===== src/rtl/xbus_pkg.sv =====
package xbus_pkg;
   typedef enum logic [2:0] {
      XM_NONE = 3'd0,
      XM_STD  = 3'd1,
      XM_FAST = 3'd2,
      XM_PAGE = 3'd3,
      XM_RDY  = 3'd4,
      XM_REG  = 3'd5
   } xmode_e;

   typedef enum logic [1:0] {
      XS_IDLE = 2'd0,
      XS_STRB = 2'd1,
      XS_GAP  = 2'd2,
      XS_ACK  = 2'd3
   } xstate_e;
endpackage


===== src/rtl/xbus_decode.sv =====
module xbus_decode
   import xbus_pkg::*;
#(
   parameter int          AW       = 32,
   parameter int          WIN_LG2  = 16,
   parameter logic [31:0] STD_BASE = 32'h0160_0000,
   parameter logic [31:0] FST_BASE = 32'h0164_0000,
   parameter logic [31:0] RDY_BASE = 32'h0168_0000,
   parameter logic [31:0] REG_ADDR = 32'h016D_8018
) (
   input  logic [AW-1:0] addr,
   input  logic          we,
   input  logic          page_en,
   output xmode_e        mode
);
   localparam int TW = AW - WIN_LG2;

   generate
      if (WIN_LG2 < 1 || WIN_LG2 >= AW) begin : g_bad_win
         $error("xbus_decode: WIN_LG2 out of range");
      end
   endgenerate

   logic [TW-1:0] tag;
   logic          hit_std, hit_fst, hit_rdy, hit_reg;

   assign tag     = addr[AW-1:WIN_LG2];
   assign hit_std = (tag == STD_BASE[AW-1:WIN_LG2]);
   assign hit_fst = (tag == FST_BASE[AW-1:WIN_LG2]);
   assign hit_rdy = (tag == RDY_BASE[AW-1:WIN_LG2]);
   assign hit_reg = (addr == REG_ADDR[AW-1:0]);

   always_comb begin
      mode = XM_NONE;
      if (hit_reg)
         mode = XM_REG;
      else if (hit_std)
         mode = XM_STD;
      else if (hit_fst)
         mode = (page_en && we) ? XM_PAGE : XM_FAST;
      else if (hit_rdy)
         mode = XM_RDY;
   end
endmodule


===== src/rtl/xbus_ctrl_reg.sv =====
module xbus_ctrl_reg #(
   parameter int DW      = 32,
   parameter int EN_BIT  = 1,
   parameter int ERR_BIT = 2
) (
   input  logic          clk,
   input  logic          rst_n,
   input  logic          wr,
   input  logic [DW-1:0] wdata,
   input  logic          err_set,
   output logic          page_en,
   output logic [DW-1:0] value
);
   generate
      if (EN_BIT == ERR_BIT || EN_BIT >= DW || ERR_BIT >= DW) begin : g_bad_bits
         $error("xbus_ctrl_reg: bit positions invalid");
      end
   endgenerate

   logic en_q, err_q;

   always_ff @(posedge clk or negedge rst_n) begin
      if (!rst_n) begin
         en_q  <= 1'b0;
         err_q <= 1'b0;
      end else begin
         if (wr)
            en_q <= wdata[EN_BIT];
         if (err_set)
            err_q <= 1'b1;
         else if (wr && wdata[ERR_BIT])
            err_q <= 1'b0;
      end
   end

   always_comb begin
      value          = '0;
      value[EN_BIT]  = en_q;
      value[ERR_BIT] = err_q;
   end

   assign page_en = en_q;

   AST_ERR_STICKY: assert property (@(posedge clk) disable iff (!rst_n)
      (err_q && !(wr && wdata[ERR_BIT])) |=> err_q);
   AST_ERR_SOURCE: assert property (@(posedge clk) disable iff (!rst_n)
      $rose(err_q) |-> $past(err_set));
endmodule


===== src/rtl/xbus_seq.sv =====
module xbus_seq
   import xbus_pkg::*;
#(
   parameter int DW       = 32,
   parameter int BA_W     = 14,
   parameter int PAGE_W   = 14,
   parameter int STD_LEN  = 6,
   parameter int FAST_LEN = 3,
   parameter int TMO_LEN  = 8
) (
   input  logic            clk,
   input  logic            rst_n,
   input  logic            start,
   input  xmode_e          mode,
   input  logic            we,
   input  logic [BA_W-1:0] waddr,
   input  logic [DW-1:0]   wdata,
   input  logic [DW-1:0]   reg_val,
   input  logic [DW-1:0]   bus_din,
   input  logic            bus_rdy_n,
   output logic            idle,
   output logic            err_set,
   output logic [BA_W-1:0] bus_addr,
   output logic [DW-1:0]   bus_dout,
   output logic            bus_dout_en,
   output logic            bus_dstrb_n,
   output logic            bus_astrb_n,
   output logic            bus_rw,
   output logic            cpu_ack,
   output logic [DW-1:0]   cpu_rdata
);
   localparam int MAXC = (STD_LEN > TMO_LEN) ? STD_LEN : TMO_LEN;
   localparam int CW   = $clog2(MAXC + 1);

   generate
      if (FAST_LEN < 1 || STD_LEN <= FAST_LEN) begin : g_bad_len
         $error("xbus_seq: need STD_LEN > FAST_LEN >= 1");
      end
      if (TMO_LEN < 1) begin : g_bad_tmo
         $error("xbus_seq: TMO_LEN must be at least 1");
      end
      if (PAGE_W > DW) begin : g_bad_page
         $error("xbus_seq: PAGE_W exceeds DW");
      end
   endgenerate

   xstate_e         st_q;
   xmode_e          mode_q;
   logic            we_q;
   logic [BA_W-1:0] addr_q;
   logic [DW-1:0]   wdata_q;
   logic [DW-1:0]   rdata_q;
   logic [CW-1:0]   cnt_q;
   logic            strb_end;
   logic            on_bus;
   logic [DW-1:0]   page_word;

   generate
      if (DW > PAGE_W) begin : g_page_ext
         assign page_word = {{(DW-PAGE_W){1'b0}}, wdata_q[PAGE_W-1:0]};
      end else begin : g_page_full
         assign page_word = wdata_q;
      end
   endgenerate

   always_comb begin
      if (mode_q == XM_RDY)
         strb_end = !bus_rdy_n || (cnt_q == '0);
      else
         strb_end = (cnt_q == '0);
   end

   always_ff @(posedge clk or negedge rst_n) begin
      if (!rst_n) begin
         st_q    <= XS_IDLE;
         mode_q  <= XM_NONE;
         we_q    <= 1'b0;
         addr_q  <= '0;
         wdata_q <= '0;
         rdata_q <= '0;
         cnt_q   <= '0;
      end else begin
         case (st_q)
            XS_IDLE: begin
               if (start) begin
                  mode_q  <= mode;
                  we_q    <= we;
                  addr_q  <= waddr;
                  wdata_q <= wdata;
                  case (mode)
                     XM_STD: begin
                        cnt_q <= CW'(STD_LEN - 1);
                        st_q  <= XS_STRB;
                     end
                     XM_FAST, XM_PAGE: begin
                        cnt_q <= CW'(FAST_LEN - 1);
                        st_q  <= XS_STRB;
                     end
                     XM_RDY: begin
                        cnt_q <= CW'(TMO_LEN - 1);
                        st_q  <= XS_STRB;
                     end
                     default: begin
                        rdata_q <= (mode == XM_REG && !we) ? reg_val : '0;
                        st_q    <= XS_ACK;
                     end
                  endcase
               end
            end
            XS_STRB: begin
               if (strb_end) begin
                  st_q <= XS_GAP;
                  rdata_q <= we_q ? '0 : bus_din;
               end else begin
                  cnt_q <= cnt_q - 1'b1;
               end
            end
            XS_GAP:  st_q <= XS_ACK;
            default: st_q <= XS_IDLE;
         endcase
      end
   end

   assign on_bus      = (st_q == XS_STRB) || (st_q == XS_GAP);
   assign idle        = (st_q == XS_IDLE);
   assign err_set     = (st_q == XS_STRB) && (mode_q == XM_RDY) && bus_rdy_n && (cnt_q == '0);
   assign bus_addr    = addr_q;
   assign bus_dout    = (mode_q == XM_PAGE) ? page_word : wdata_q;
   assign bus_dout_en = on_bus && we_q;
   assign bus_rw      = !(on_bus && we_q);
   assign bus_dstrb_n = !((st_q == XS_STRB) && (mode_q != XM_PAGE));
   assign bus_astrb_n = !((st_q == XS_STRB) && (mode_q == XM_PAGE));
   assign cpu_ack     = (st_q == XS_ACK);
   assign cpu_rdata   = rdata_q;

   AST_STROBE_EXCL: assert property (@(posedge clk) disable iff (!rst_n)
      !(!bus_dstrb_n && !bus_astrb_n));
   AST_PAGE_IS_WRITE: assert property (@(posedge clk) disable iff (!rst_n)
      !bus_astrb_n |-> (!bus_rw && bus_dout_en));
   AST_ACK_PULSE: assert property (@(posedge clk) disable iff (!rst_n)
      cpu_ack |=> !cpu_ack);
   AST_ACK_AFTER_RELEASE: assert property (@(posedge clk) disable iff (!rst_n)
      cpu_ack |-> ($past(bus_dstrb_n) && $past(bus_astrb_n)));
   AST_ADDR_HELD: assert property (@(posedge clk) disable iff (!rst_n)
      (!bus_dstrb_n && $past(!bus_dstrb_n)) |-> $stable(bus_addr));
endmodule


===== src/rtl/xbus_master.sv =====
module xbus_master
   import xbus_pkg::*;
#(
   parameter int          DW       = 32,
   parameter int          BA_W     = 14,
   parameter int          PAGE_W   = 14,
   parameter int          STD_LEN  = 6,
   parameter int          FAST_LEN = 3,
   parameter int          TMO_LEN  = 8,
   parameter logic [31:0] STD_BASE = 32'h0160_0000,
   parameter logic [31:0] FST_BASE = 32'h0164_0000,
   parameter logic [31:0] RDY_BASE = 32'h0168_0000,
   parameter logic [31:0] REG_ADDR = 32'h016D_8018
) (
   input  logic            clk,
   input  logic            rst_n,
   input  logic            cpu_req,
   input  logic            cpu_we,
   input  logic [31:0]     cpu_addr,
   input  logic [DW-1:0]   cpu_wdata,
   output logic            cpu_ack,
   output logic [DW-1:0]   cpu_rdata,
   output logic [BA_W-1:0] bus_addr,
   output logic [DW-1:0]   bus_dout,
   output logic            bus_dout_en,
   input  logic [DW-1:0]   bus_din,
   output logic            bus_dstrb_n,
   output logic            bus_astrb_n,
   input  logic            bus_rdy_n,
   output logic            bus_rw
);
   localparam int WORD_LG2 = 2;
   localparam int WIN_LG2  = BA_W + WORD_LG2;

   generate
      if (DW < 3) begin : g_bad_dw
         $error("xbus_master: DW too small for control bits");
      end
      if (WIN_LG2 >= 32) begin : g_bad_ba
         $error("xbus_master: BA_W too large");
      end
   endgenerate

   xmode_e          mode;
   logic            page_en;
   logic [DW-1:0]   reg_val;
   logic            seq_idle;
   logic            start;
   logic            reg_wr;
   logic            err_set;

   assign start  = cpu_req && seq_idle;
   assign reg_wr = start && (mode == XM_REG) && cpu_we;

   xbus_decode #(
      .AW       (32),
      .WIN_LG2  (WIN_LG2),
      .STD_BASE (STD_BASE),
      .FST_BASE (FST_BASE),
      .RDY_BASE (RDY_BASE),
      .REG_ADDR (REG_ADDR)
   ) decode_i (
      .addr    (cpu_addr),
      .we      (cpu_we),
      .page_en (page_en),
      .mode    (mode)
   );

   xbus_ctrl_reg #(
      .DW      (DW),
      .EN_BIT  (1),
      .ERR_BIT (2)
   ) ctrl_i (
      .clk     (clk),
      .rst_n   (rst_n),
      .wr      (reg_wr),
      .wdata   (cpu_wdata),
      .err_set (err_set),
      .page_en (page_en),
      .value   (reg_val)
   );

   xbus_seq #(
      .DW       (DW),
      .BA_W     (BA_W),
      .PAGE_W   (PAGE_W),
      .STD_LEN  (STD_LEN),
      .FAST_LEN (FAST_LEN),
      .TMO_LEN  (TMO_LEN)
   ) seq_i (
      .clk         (clk),
      .rst_n       (rst_n),
      .start       (start),
      .mode        (mode),
      .we          (cpu_we),
      .waddr       (cpu_addr[WIN_LG2-1:WORD_LG2]),
      .wdata       (cpu_wdata),
      .reg_val     (reg_val),
      .bus_din     (bus_din),
      .bus_rdy_n   (bus_rdy_n),
      .idle        (seq_idle),
      .err_set     (err_set),
      .bus_addr    (bus_addr),
      .bus_dout    (bus_dout),
      .bus_dout_en (bus_dout_en),
      .bus_dstrb_n (bus_dstrb_n),
      .bus_astrb_n (bus_astrb_n),
      .bus_rw      (bus_rw),
      .cpu_ack     (cpu_ack),
      .cpu_rdata   (cpu_rdata)
   );

   AST_REG_NO_STROBE: assert property (@(posedge clk) disable iff (!rst_n)
      (start && (mode == XM_REG || mode == XM_NONE)) |=> (bus_dstrb_n && bus_astrb_n && cpu_ack));
   AST_STD_IGNORES_EN: assert property (@(posedge clk) disable iff (!rst_n)
      (start && cpu_addr[31:WIN_LG2] == STD_BASE[31:WIN_LG2]) |=> !bus_dstrb_n);
endmodule


===== config.mk =====
export PLATFORM = sky130hd
export DESIGN_NAME = xbus_master
export DESIGN_NICKNAME = d
export VERILOG_FILES = /design/src/rtl/xbus_pkg.sv /design/src/rtl/xbus_decode.sv /design/src/rtl/xbus_ctrl_reg.sv /design/src/rtl/xbus_seq.sv /design/src/rtl/xbus_master.sv
export SDC_FILE = /design/constraint.sdc
export NUM_CORES = 1
export LEC_CHECK = 0
export ABC_AREA = 1
export CORE_MARGIN = 5
export CORE_UTILIZATION = 35
export DETAILED_ROUTE_END_ITERATION = 10
export DONT_BUFFER_PORTS = 1
export HOLD_SLACK_MARGIN = 0.05
export PLACE_DENSITY = 0.51
export SETUP_SLACK_MARGIN = 0.1
export SYNTH_ARGS = -nofsm -noshare
export SYNTH_HDL_FRONTEND = slang
export SYNTH_HIERARCHICAL = 1
export SYNTH_SLANG_ARGS = --single-unit

===== constraint.sdc =====
create_clock -name clk -period 1.9 [get_ports clk]
set_input_delay 0.38 -clock clk [delete_from_list [all_inputs] [get_ports clk]]
set_output_delay 0.38 -clock clk [all_outputs]
set_load 0.1 [all_outputs]

==> results of run 1 <==
## flip-flops by register name (all words and copies together), names as in the netlist
signal / count
seq_i/cpu_rdata: 32
seq_i/bus_addr: 14
seq_i/wdata_q: 32
ctrl_i/err_q: 1
seq_i/we_q: 1
seq_i/mode_q: 3
ctrl_i/page_en: 1
seq_i/cnt_q: 4
seq_i/st_q: 2
## layout make-up
type | instances | area [um2] | area share (%)
Clock buffer | 9 | 225 | 3.37
Clock inverter | 7 | 66.3 | 0.992
Inverter | 52 | 221 | 3.31
Multi-Input combinational cell | 426 | 2540 | 38.0
Sequential cell | 90 | 2250 | 33.7
Tap cell | 180 | 225 | 3.37
Timing Repair Buffer | 90 | 1160 | 17.3
## cell usage in the layout, fill, tap and decap left out, drive strengths merged
cell / count
a21oi: 25
and2: 1
buf: 85
clkbuf: 14
clkinvlp: 3
conb: 30
dfrtp: 90
ha: 5
inv: 56
mux2: 28
nand2: 146
nand3: 74
nand3b: 1
nand4: 2
nor2: 63
nor3: 3
o21ai: 46
or3: 1
xor2: 1
## critical path, stage by stage, from the launching register on
cell        delay [ns]
dfrtp_2           0.42
inv_2             0.06
ha_4              0.30
nand2_8           0.06
clkinvlp_4        0.08
buf_12            0.17
## metrics by stage
step	hold slack [ns]	util, %
finish	-0.280	48.2
global route	-0.306	48.2
CTS	-0.302	45.1
detailed placement	0.0870	42.6
global placement	0.0871	42.6
floorplan	0.0844	-
## timing repair
item | in CTS | in global routing
gates resized for setup | 11 | 69
pin swaps | 0 | 28
endpoints found under the setup margin | 22 | 56
hold endpoints to repair | 90 | 90
gates cloned | 0 | 7
setup buffers | 2 | 5
## synth_stat cells
master	count	area [um2]
nand3_2	1	10.0
conb_1	1	3.75
mux2_2	3	33.8
clkbuf_1	10	37.5
mux2_1	25	282
o21ai_0	43	215
nand4_1	2	12.5
nor2_2	5	31.3
o21ai_1	1	5.00
or3_1	1	6.26
a21oi_1	24	120
buf_4	49	368
dfrtp_1	90	2250
o21ai_2	2	17.5
a21oi_4	1	16.3
inv_1	48	180
nand3b_1	1	7.51
ha_1	5	62.6
buf_1	2	7.51
nor3_1	2	10.0
nand2_1	142	533
nor2_1	58	218
nor3_2	1	10.0
inv_2	4	15.0
xor2_1	1	8.76
buf_2	17	85.1
nand3_1	73	365
nand2_2	4	25.0
and2_0	1	6.26
## cell families (layout without fill, tap and decap cells)
group | after synthesis | in the layout | synth area share (%)
adder cells (fa/ha/maj) | 5 | 5 | 1.27
other | 1 | 30 | 0.0758
flip-flops | 90 | 90 | 45.5
multiplexers | 28 | 28 | 6.38
XOR/XNOR | 1 | 1 | 0.177
buffers and inverters | 130 | 158 | 14.0
AND/OR/NAND/NOR | 291 | 291 | 25.0
AO/OA/AOI/OAI | 71 | 71 | 7.57
## worst max path at each step
stage,start,end,cells after the start
floorplan,seq_i/mode_q[1],bus_dout[14],3
global placement,cpu_addr[13],seq_i/cpu_rdata[17],13
detailed placement,cpu_addr[13],seq_i/cpu_rdata[17],13
CTS,seq_i/mode_q[1],bus_dout[31],5
global route,seq_i/mode_q[1],bus_dout[21],5
finish,seq_i/st_q[0],bus_dout_en,5
## metal layers
| layer | share of wire [%] | up-vias | global-route usage (%) |
|---|---|---|---|
| met5 | 0 | - | 0 |
| met4 | 2.4 | 0 | 7.29 |
| met3 | 6.5 | 20 | 3.49 |
| met2 | 51 | 116 | 26.7 |
| met1 | 40 | 1916 | 17.3 |
| li1 | - | 1992 | - |
==> flow_summary.json, run 1 <==
{
  "cap_violations": 0,
  "min_path_type": "input pin to asynchronous set/reset pin",
  "gr-total-overflow": 0,
  "synth.avg_cell_area_um2": 8.01,
  "violations": "hold timing",
  "num_vias": 4044,
  "rows": 43,
  "fin_area_mm2": 0.00669,
  "synthDistinctLibCells": 29,
  "regToRegSetupSlack_ns": 0.14,
  "die_w_um": 129,
  "fin_crit_sh_pct": 95.8,
  "clk_latency_ns": 0.35,
  "worstMarginPinSlew_ns": 0.934,
  "fin_skew_ns": 0.00615,
  "ioPinCount": 184,
  "cts_htree_levels": 3,
  "cp_max_fo": 3,
  "cts_tree": "yes",
  "fillCellCount": 1348,
  "grt_setup_unrepaired": "true",
  "wire_per_inst_um": 15.6,
  "clock.fmax_mhz": 549,
  "cts_sinks": 90,
  "yosysSeqAreaShare_pct": 45.5,
  "status": "finished, violations left",
  "path_clk_slew_ns": 0.07,
  "root_buffer": "clkbuf_16",
  "finalHoldViolations": 90,
  "num-nets-final": 775,
  "die_area_mm2": 0.0166,
  "first_iter_violations": 146,
  "antenna_left": 0,
  "worstSetupEndpointType": "output pin",
  "min_period_ns": 1.82,
  "slew_violations": 0,
  "fin_cells": 854,
  "grt_max_degree": 91,
  "core_area_mm2": 0.0139,
  "antenna_found_initial": 0,
  "place_inst": 824,
  "drive_gt1_share_pct": 31.0,
  "clock_path_buffers": 2,
  "grtUsageTotal_pct": 15.2,
  "fin_ws_ns": 0.0796,
  "totalWireLength_um": 13300,
  "worstSetupPathType": "register to output pin",
  "numCtsBuffers": 9,
  "start_kind": "register",
  "reg2reg_depth": 11,
  "drc": 0,
  "grt_pass1_vias": 4038,
  "die_y_um": 129,
  "fin_tns_setup_ns": 0,
  "initial_core_util_pct": 35.6,
  "relSlewSlack_pct": 37.7,
  "dp_hpwl_um": 9400,
  "syn-cell-area_mm2": 0.00494,
  "place_ws_ns": -0.0652,
  "setup_viol": 0,
  "arrival_ns": 1.44,
  "regToRegEndpoint": "seq_i/cpu_rdata[30]",
  "synth_seq_cells": 90,
  "via_per_inst": 4.74,
  "yosys_warnings": 6,
  "dr.pass1.iters": 5,
  "hold_ws_ns": -0.280,
  "grt_pass1_wl_um": 20000,
  "worst-endpoint-required_ns": 1.52,
  "r2r_start": "ctrl_i/page_en",
  "port_buffers": 0,
  "diodes": 0,
  "place_area_mm2": 0.00591,
  "synth_cells": 617,
  "syn_to_final_growth_pct": 35.2,
  "place_congestion": 0.777
}
Power of run 1 is not shown: default switching activity piles up to over one toggle a cycle in this logic, so the estimate is an artifact.
==> run 2, diff against run 1 <==
Settings changed: SETUP_SLACK_MARGIN 0.1 to default, SYNTH_HIERARCHICAL 1 to default.
==> flow_summary.json, run 2 <==
{
  "clk_latency_ns": 0.34,
  "worstSetupPathType": "register to output pin",
  "synth_fp_nets": 676,
  "synth_seq_cells": 90,
  "ioPinCount": 184,
  "initial_core_util_pct": 35.4,
  "reg2reg_depth": 9,
  "grt_pass1_wl_um": 18500,
  "synth_top_family_by_area": "simple AND/OR/NAND/NOR gates",
  "dp_hpwl_um": 8530,
  "cp_cell_sequence": "inv_2 -> ha_2 -> buf_6 -> o21ai_2 -> buf_8",
  "hold_ws_ns": -0.271,
  "synth-edff-count": 0,
  "synthDistinctLibCells": 27,
  "path_clk_slew_ns": 0.07,
  "place_congestion": 0.785,
  "yosysMostFrequentCell": "nand2_1",
  "netlist_top_cells_area": "dfrtp_1, nand2_1, nand3b_1",
  "mostFrequentLayoutCells": "nand2_1, dfrtp_1, buf_4",
  "status": "finished, violations left",
  "gr-total-overflow": 0,
  "fillCellCount": 1283,
  "diodes": 0,
  "worstMarginPinSlew_ns": 0.393,
  "yosys_warnings": 0,
  "slowest_delay_ns": 0.41,
  "arrival_ns": 1.44,
  "port_buffers": 0,
  "die_y_um": 122,
  "fin_crit_sh_pct": 95.8,
  "wire_per_inst_um": 14.1,
  "yosysSeqAreaShare_pct": 50.9,
  "grtUsageTotal_pct": 15.6,
  "synth_fa_ha_area_share_pct": 1.41,
  "rows": 41,
  "synth_top_cell_by_area": "dfrtp_1",
  "violations": "hold timing",
  "worstSetupEndpointType": "output pin",
  "min_path_type": "input pin to asynchronous set/reset pin",
  "setup_viol": 0,
  "syn-cell-area_mm2": 0.00443,
  "relSlewSlack_pct": 73.8,
  "async_flop_share_pct": 100,
  "final_common_cell": "nand2_1",
  "critPathSlowestCell": "dfrtp_1",
  "clock.fmax_mhz": 550,
  "place_inst": 798,
  "grt_max_degree": 91,
  "cts_sinks": 90,
  "muxShareOfSynthArea_pct": 0,
  "totalWireLength_um": 11500,
  "dr.pass1.iters": 4,
  "fin_cells": 815,
  "synth-compound-area-share_pct": 5.15,
  "antenna_left": 0,
  "worst-endpoint-required_ns": 1.52,
  "regToRegEndpoint": "seq_i.cpu_rdata[8]",
  "numCtsBuffers": 9,
  "grt_pass1_vias": 3772,
  "synth_cells": 570,
  "clock_path_buffers": 2,
  "grt_setup_unrepaired": "true",
  "r2r_start": "seq_i.cnt_q[0]",
  "synthFlopType": "dfrtp_1",
  "start_kind": "register",
  "min_period_ns": 1.82,
  "first_iter_violations": 282,
  "synth_top_area_share_pct": 50.9,
  "via_per_inst": 4.55,
  "core_area_mm2": 0.0125,
  "drive_gt1_share_pct": 23.2,
  "syn_to_final_growth_pct": 31.9,
  "synthXorXnorAreaFrac_pct": 0,
  "die_area_mm2": 0.0150,
  "finalHoldViolations": 90,
  "fin_skew_ns": 0.00728,
  "num_vias": 3705,
  "synthTopCellsByCount": "nand2_1, dfrtp_1, nor2_1",
  "antenna_found_initial": 0,
  "regToRegSetupSlack_ns": 0.16,
  "slew_violations": 0,
  "fin_util_pct": 46.6,
  "cts_htree_levels": 3,
  "root_buffer": "clkbuf_16",
  "die_w_um": 122,
  "drc": 0,
  "synthSimpleGateAreaFrac_pct": 32.9,
  "num-nets-final": 744,
  "synth.avg_cell_area_um2": 7.76,
  "cap_violations": 0,
  "cts_tree": "yes",
  "cp_max_fo": 9
}
## run 2: cell types whose count changed after synthesis, sizes merged, moves of 5 or more
cell	change
nand3	-67
nor2	-5
o21ai	-12
nand2	+95
mux2	-28
a21oi	-20
buf	-39
nand3b	+31
## run 2: cells by family (layout without fill, tap and decap cells)
group / Yosys count / count (layout)
AO/OA/AOI/OAI: 42 / 42
AND/OR/NAND/NOR: 343 / 343
buffers and inverters: 90 / 163
adder cells (fa/ha/maj): 5 / 5
flip-flops: 90 / 90
## run 2: worst max-delay path: cells and delay by family, from the launching register on
family | cells | cell delay [ns]
flops | 1 | 0.41
fa+ha+maj | 1 | 0.19
buf+inv | 3 | 0.43
compound gates | 1 | 0.07
## run 2: per-layer routing
metal / vias up / wire length, um / GRT usage [%]
li1: 1861 / - / -
met1: 1710 / 4810 / 19.6
met2: 114 / 5550 / 25.6
met3: 20 / 840 / 3.36
met4: 0 / 320 / 7.28
met5: - / 0 / 0
## run 2: worst max path at each step
stage	from	end	slack (ns)	depth (start not counted)
floorplan	seq_i.mode_q[0]	bus_dout[16]	-0.32	3
detailed placement	seq_i.cnt_q[0]	seq_i.st_q[1]	0.14	9
finish	seq_i.st_q[1]	bus_dstrb_n	0.08	5
global route	seq_i.cnt_q[0]	seq_i.cpu_rdata[23]	-0.007	9
CTS	seq_i.st_q[1]	bus_dout_en	-0.009	5
global placement	seq_i.cnt_q[0]	seq_i.st_q[1]	0.19	9
## run 2: area by class of cell
type                    count  area, um2  area share, %
repair buffers             95       1020           17.5
clock buffers              11        243           4.16
multi-input cells         390       1880           32.2
inverters                  52        199           3.41
clock inverters             5       30.0          0.514
flip-flops and latches     90       2250           38.6
well taps                 172        215           3.69
## run 2: stage by stage
stage / setup WS [ns] / area [um2] / setup TNS, ns / hold WS (ns)
4_1_cts: -0.00918 / 5810 / -0.00918 / -0.285
2_1_floorplan: -0.323 / 4510 / -3.58 / 0.0844
3_5_place_dp: 0.144 / 5520 / 0 / 0.0866
5_1_grt: -0.00683 / 5840 / -0.00797 / -0.286
3_3_place_gp: 0.192 / 5520 / 0 / 0.0867
6_report: 0.0804 / 5840 / 0 / -0.271
## run 2: repair_timing
item / CTS / global route
endpoints found under the setup margin: 3 / 8
hold endpoints to repair: 90 / 90
buffers inserted: 0 / 1
resized for setup: 5 / 6
Power of run 2 is left out for the same reason.
